$ cat config.mk
export PLATFORM = sky130hd
export DESIGN_NAME = pulse_accum
export DESIGN_NICKNAME = d
export VERILOG_FILES = /design/src/rtl/pacc_pkg.sv /design/src/rtl/pacc_ctrl.sv /design/src/rtl/pacc_datapath.sv /design/src/rtl/pulse_accum.sv
export SDC_FILE = /design/constraint.sdc
export NUM_CORES = 1
export LEC_CHECK = 0
export BUFFER_PORTS_ARGS = -buffer_cell sky130_fd_sc_hd__buf_2
export CORE_MARGIN = 10
export CORE_UTILIZATION = 43
export DETAILED_ROUTE_END_ITERATION = 12
export PLACE_DENSITY = 0.66
export SETUP_SLACK_MARGIN = 0.3
export SLEW_MARGIN = 20
export SYNTH_ARGS = -nofsm -noshare
export SYNTH_HDL_FRONTEND = slang
export SYNTH_SLANG_ARGS = --single-unit
$ cat constraint.sdc
create_clock -name clk -period 2.2 [get_ports clk]
set_clock_uncertainty 0.1 [all_clocks]
set_input_delay 0 -clock clk [delete_from_list [all_inputs] [get_ports clk]]
set_output_delay 0 -clock clk [all_outputs]
set_load 0.05 [all_outputs]
$ cat src/rtl/pacc_pkg.sv
package pacc_pkg;
  localparam int ADDR_W = 2;
  localparam logic [ADDR_W-1:0] ADDR_CTRL = 2'd0;
  localparam logic [ADDR_W-1:0] ADDR_CNT  = 2'd1;
  localparam logic [ADDR_W-1:0] ADDR_FLAG = 2'd2;

  localparam int BIT_EN    = 6;
  localparam int BIT_MODE  = 5;
  localparam int BIT_POL   = 4;
  localparam int BIT_OVFIE = 1;
  localparam int BIT_INIE  = 0;

  localparam int FLAG_OVF = 0;
  localparam int FLAG_IN  = 1;

  typedef struct packed {
    logic incr;
    logic setIn;
    logic loadCnt;
    logic clrOvf;
    logic clrIn;
  } paccStrobe_t;
endpackage

$ cat src/rtl/pacc_ctrl.sv
module pacc_ctrl
  import pacc_pkg::*;
#(
  parameter int PRESC_W     = 6,
  parameter int SYNC_STAGES = 2
) (
  input  logic              clk,
  input  logic              rstN,
  input  logic              pinIn,
  input  logic              wrEn,
  input  logic [ADDR_W-1:0] addr,
  input  logic [6:0]        wrLow,
  output logic [7:0]        ctrlQ,
  output paccStrobe_t       strobe
);
  logic [SYNC_STAGES-1:0] syncQ;
  logic                   pinS;
  logic                   prevQ;
  logic                   riseEv;
  logic                   fallEv;
  logic [PRESC_W-1:0]     prescQ;
  logic                   prescRun;
  logic                   tick;
  logic                   gateOpen;
  logic                   enabled;
  logic                   gatedMode;
  logic                   polarity;
  logic                   activeEdge;

  // Synchroniser chain, depth chosen by parameter
  generate
    if (SYNC_STAGES == 1) begin : g_sync1
      always_ff @(posedge clk) begin
        if (!rstN) syncQ <= '0;
        else       syncQ <= pinIn;
      end
    end else begin : g_syncN
      always_ff @(posedge clk) begin
        if (!rstN) syncQ <= '0;
        else       syncQ <= {syncQ[SYNC_STAGES-2:0], pinIn};
      end
    end
  endgenerate

  assign pinS = syncQ[SYNC_STAGES-1];

  always_ff @(posedge clk) begin
    if (!rstN) prevQ <= 1'b0;
    else       prevQ <= pinS;
  end

  assign riseEv = pinS & ~prevQ;
  assign fallEv = ~pinS & prevQ;

  // Control register; the top bit is never stored
  always_ff @(posedge clk) begin
    if (!rstN)                          ctrlQ <= '0;
    else if (wrEn && addr == ADDR_CTRL) ctrlQ <= {1'b0, wrLow};
  end

  assign enabled   = ctrlQ[BIT_EN];
  assign gatedMode = ctrlQ[BIT_MODE];
  assign polarity  = ctrlQ[BIT_POL];

  // Prescaler runs only when enabled and gated
  assign prescRun = enabled & gatedMode;

  always_ff @(posedge clk) begin
    if (!rstN)         prescQ <= '0;
    else if (prescRun) prescQ <= prescQ + 1'b1;
    else               prescQ <= '0;
  end

  assign tick = prescRun & (&prescQ);

  // polarity 0: gate while high, closes on fall; polarity 1: the mirror
  assign gateOpen   = pinS ^ polarity;
  assign activeEdge = polarity ? riseEv : fallEv;

  always_comb begin
    strobe         = '0;
    strobe.incr    = enabled & (gatedMode ? (tick & gateOpen) : activeEdge);
    strobe.setIn   = enabled & activeEdge;
    strobe.loadCnt = wrEn & (addr == ADDR_CNT);
    strobe.clrOvf  = wrEn & (addr == ADDR_FLAG) & wrLow[FLAG_OVF];
    strobe.clrIn   = wrEn & (addr == ADDR_FLAG) & wrLow[FLAG_IN];
  end
endmodule

$ cat src/rtl/pacc_datapath.sv
module pacc_datapath
  import pacc_pkg::*;
#(
  parameter int CNT_W = 16
) (
  input  logic             clk,
  input  logic             rstN,
  input  paccStrobe_t      strobe,
  input  logic [CNT_W-1:0] wrData,
  output logic [CNT_W-1:0] cntQ,
  output logic             ovfFlag,
  output logic             inFlag
);
  logic wrap;

  assign wrap = strobe.incr & ~strobe.loadCnt & (&cntQ);

  always_ff @(posedge clk) begin
    if (!rstN)               cntQ <= '0;
    else if (strobe.loadCnt) cntQ <= wrData;
    else if (strobe.incr)    cntQ <= cntQ + 1'b1;
  end

  always_ff @(posedge clk) begin
    if (!rstN)              ovfFlag <= 1'b0;
    else if (wrap)          ovfFlag <= 1'b1;
    else if (strobe.clrOvf) ovfFlag <= 1'b0;
  end

  always_ff @(posedge clk) begin
    if (!rstN)             inFlag <= 1'b0;
    else if (strobe.setIn) inFlag <= 1'b1;
    else if (strobe.clrIn) inFlag <= 1'b0;
  end
endmodule

$ cat src/rtl/pulse_accum.sv
module pulse_accum
  import pacc_pkg::*;
#(
  parameter int CNT_W   = 16,
  parameter int PRESC_W = 6
) (
  input  logic              clk,
  input  logic              rstN,
  input  logic              pinIn,
  input  logic              wrEn,
  input  logic [ADDR_W-1:0] addr,
  input  logic [CNT_W-1:0]  wrData,
  output logic [CNT_W-1:0]  rdData,
  output logic              ovfIrq,
  output logic              edgeIrq
);
  localparam int PAD_CTRL = CNT_W - 8;
  localparam int PAD_FLAG = CNT_W - 2;

  logic [7:0]       ctrlQ;
  logic [CNT_W-1:0] cntQ;
  logic             ovfFlag;
  logic             inFlag;
  paccStrobe_t      strobe;

  pacc_ctrl #(.PRESC_W(PRESC_W), .SYNC_STAGES(2)) u_ctrl (
    .clk    (clk),
    .rstN   (rstN),
    .pinIn  (pinIn),
    .wrEn   (wrEn),
    .addr   (addr),
    .wrLow  (wrData[6:0]),
    .ctrlQ  (ctrlQ),
    .strobe (strobe)
  );

  pacc_datapath #(.CNT_W(CNT_W)) u_dp (
    .clk     (clk),
    .rstN    (rstN),
    .strobe  (strobe),
    .wrData  (wrData),
    .cntQ    (cntQ),
    .ovfFlag (ovfFlag),
    .inFlag  (inFlag)
  );

  always_comb begin
    unique case (addr)
      ADDR_CTRL: rdData = {{PAD_CTRL{1'b0}}, ctrlQ};
      ADDR_CNT:  rdData = cntQ;
      ADDR_FLAG: rdData = {{PAD_FLAG{1'b0}}, inFlag, ovfFlag};
      default:   rdData = '0;
    endcase
  end

  assign ovfIrq  = ovfFlag & ctrlQ[BIT_OVFIE];
  assign edgeIrq = inFlag & ctrlQ[BIT_INIE];
endmodule

==> metrics.md <==
| Metric | Value |
|---|---|
| Status | `complete, no violations` |
| Insertion delay of the later-clocked pin in the worst-skew pair | `just under 0.3 ns` |
| Clock Pin Slew Worst Setup and Hold Paths | `0.07 ns` |
| Crit-path cells | `or3b_4, a211oi_4, buf_4, o2111ai_1, xor2_1, o21ai_1` |
| Final Critical Period | `1.81 ns` |
| Mux cell area share after synthesis | `7.20%` |
| Share of layout cells above drive strength 1 | `25.5%` |
| Final max-slew violation count | `0` |
| Placeable core region | `4030 um^2` |
| Max-cap check violation count | `0` |
| Die width | `around 85 um` |
| Worst EP required | `2.29 ns` |
| Initial antenna violation count | `0` |
| Worst reg-to-reg setup slack | `0.39 ns` |
| Synth warn | `0` |
| FILL cells | `~370` |
| Routed len/inst | `about 15 um` |
| CTS tree | `built` |
| PwrDens | `approximately 540 nW/um^2` |
| Crit path max-delay family | `simple AND/OR/NAND/NOR gates` |
| Routed Antenna Nets | `0` |
| Placement Rows | `23` |
| Post-Syn Area | `approximately 1800 um^2` |
| Max_slew headroom | `75.3%` |
| Area Overhead vs Synth | `32.8%` |
| GPL Wtd Cong | `~0.77` |
| Worst setup path class | `register to register` |
| Final WL | `4.88 mm` |
| Top FF cell, synth | `dfxtp_1` |
| Peak supply drop | `approximately 0.41 mV` |
| Async set-reset flop share out of synthesis | `0%` |
| Crit start category | `register` |
| Number of global-route vias before repair | `1,643` |
| Adder-cell share of the synthesized area | `1.38%` |
| Reg area | `683 um^2` |
| Pin count of the biggest net entering global routing | `28` |
| CTS root buf | `clkbuf_8` |
| Fmax | `552 MHz` |
| Pleak | `0.961 nW` |
| First-pass GRT wire length | `between 8 and 9 mm` |
| Crit path depth | `6` |
| CP bufs+invs | `1` |
| Drt drc | `0` |
| Seq/Total Area, Yosys | `37.6%` |
| Final Hold Vio Count | `0` |
| Syn Inst Count | `208` |
| Global-route usage over all layers | `a little over an eighth` |
| Register-to-Register Path Depth | `6` |
| Setup WS pre-CTS | `0.236 ns` |
| Nets@finish | `298` |
| Final WS setup | `a little under 0.4 ns` |
| Unrepaired setup endpoints after global routing | `yes` |
| Via-to-Cell Ratio | `5.22` |
| Worst hold path class | `primary input to register` |
| Initial Util | `44.9%` |
| Die Y | `84.8 um` |
| Clock buffer count from CTS | `5` |
| Diodes inserted | `0` |
| CTS Buffer Depth | `2` |
| Synth Area in XOR/XNOR | `under 10%` |
| Post-synthesis compound-gate area fraction | `17.8%` |
| Syn Area/Cell | `8.69 um^2` |
| Via count | `1,695` |
| #FFs+latches synth | `34` |
| CTS HTree Levels | `2` |
| Die area | `7200 um^2` |
| CP Launch Point | `u_ctrl.ctrlQ[4]` |
| Reg2reg start | `u_ctrl.ctrlQ[4]` |
| Count of input and output buffers | `39` |
| Number of synthesized flops with an enable pin | `0` |
| Initial DRC count | `119` |
| Drt pass-1 iters | `5` |
| Post-Synth Simple-Gate Area | `24.0%` |
| Clk sink count | `34` |
| Worst path max stage delay | `0.47 ns` |
| Finish-stage setup viols | `0` |
| Slew @ Worst Pin | `0.368 ns` |
| Setup tns final | `0 ns` |
| Syn_nets | `around 230` |
| Library cells used by synthesis | `37` |
| Crit share post-route | `between 80% and 90%` |
| DP Wirelength | `3.40 mm` |
| Main combinational cell family by area after synthesis | `simple AND/OR/NAND/NOR gates` |
| Congestion Overflow GR | `0` |
| Ports | `40` |
| Critical path's slowest cell | `or3b_4` |
| Signal arrival time at the worst endpoint | `1.90 ns` |
| Worst R2R End | `u_dp.cntQ[14]` |
| CP Max Fanout | `5` |
| End point of the critical path | `u_dp.cntQ[14]` |
| Multi-input logic area | `~1100 um^2` |
| CP Capture Type | `register` |
==> cell usage after synthesis (2+ instances only) <==
master	instances	share of area [%]
a211oi_4	2	2.2
a21oi_1	15	4.2
and2_1	15	5.2
clkbuf_1	6	1.2
dfxtp_1	34	38
ha_1	2	1.4
inv_1	2	0.42
mux2i_1	13	7.2
nand2_1	10	2.1
nand3_1	8	2.2
nand4_1	4	1.4
nor2_1	22	4.6
nor2b_1	2	0.69
nor3_1	5	1.4
nor4_4	2	2.4
o2111ai_1	4	1.9
o211ai_1	3	1.2
o21ai_0	12	3.3
o21ai_1	13	3.6
xnor2_1	3	1.5
xor2_1	15	7.3
==> layout by cell type (no fill, tap or decap), types with 2 or more instances in the layout <==
master / n
buf_2: 39
dfxtp_1: 32
nor2_1: 22
dlygate4sd3_1: 18
and2_1: 15
xor2_1: 15
a21oi_1: 15
mux2i_1: 13
o21ai_1: 13
o21ai_0: 12
nand2_1: 9
buf_4: 9
nand3_1: 7
clkbuf_8: 6
nor3_1: 5
nand4_1: 4
o211ai_1: 3
xnor2_1: 3
o2111ai_1: 3
nor2b_1: 2
nor4_4: 2
a211oi_4: 2
inv_1: 2
ha_1: 2
dfxtp_2: 2
==> worst reg2reg max path, cell delays in order (launching register included) <==
cell	delay, ns
dfxtp_1	0.37
or3b_4	0.47
a211oi_4	0.22
buf_4	0.15
o2111ai_1	0.13
xor2_1	0.20
o21ai_1	0.07
==> sequential cells by signal, indices dropped and copies added (netlist names) <==
signal and cells:
u_dp.cntQ 16, u_ctrl.ctrlQ 7, u_ctrl.prescQ 6, u_ctrl.syncQ 2
u_ctrl.prevQ 1, u_dp.inFlag 1, u_dp.ovfFlag 1
==> stage by stage <==
| stage | utilization (%) | cell area [um^2] | total power [mW] | hold WS [ns] | std cells |
|---|---|---|---|---|---|
| 2_1_floorplan | - | 1810 | 0.763 | 0.0273 | 208 |
| 3_3_place_gp | 51.2 | 2060 | 0.812 | 0.109 | 293 |
| 3_5_place_dp | 51.2 | 2060 | 0.814 | 0.111 | 293 |
| 4_1_cts | 58.2 | 2340 | 1.32 | 0.0404 | 320 |
| 5_1_grt | 59.6 | 2400 | 1.36 | 0.0793 | 325 |
| 6_report | 59.6 | 2400 | 1.31 | 0.0521 | 325 |
==> routing by layer <==
metal | global-route usage [%] | wire length, um
met5 | 0 | 0
met4 | 4.34 | 57
met3 | 5.45 | 350
met2 | 21.2 | 2190
met1 | 16.0 | 2280
==> timing repair <==
| action | CTS | global route |
|---|---|---|
| setup buffers | 1 | 5 |
| hold endpoints to repair | 26 | 0 |
| hold buffers | 18 | 0 |
| resized for setup | 0 | 6 |
| pin swaps | 2 | 4 |
| setup endpoints to repair | 11 | 14 |
==> how the worst min path moves through the flow <==
stage,start,endpoint,depth (start not counted)
floorplan,pinIn,u_ctrl.syncQ[0],1
global placement,pinIn,u_ctrl.syncQ[0],2
detailed placement,pinIn,u_ctrl.syncQ[0],2
CTS,rstN,u_dp.cntQ[5],3
global route,rstN,u_dp.cntQ[5],3
finish,rstN,u_dp.cntQ[9],3
==> area by class of cell <==
class	instances	area share, %
Multi-Input combinational cell	163	45.8
Clock buffer	7	3.60
Clock inverter	1	0.208
Sequential cell	34	28.5
Inverter	3	0.469
Timing Repair Buffer	67	18.9
Tap cell	50	2.61
==> power breakdown <==
| group | internal [mW] | switching (mW) | leakage, nW |
|---|---|---|---|
| logic | 0.0741 | 0.0913 | 0.635 |
| registers | 0.637 | 0.0245 | 0.278 |
| clock network | 0.252 | 0.226 | 0.0482 |
| total | 0.964 | 0.342 | 0.961 |
==> cell families after synthesis <==
kind of cell,Yosys count
compound gates,52
xor+xnor,19
fa+ha+maj,2
buf+inv,11
flops,34
mux,13
simple gates,77
No activity file was read; power rests on OpenSTA's default activity.
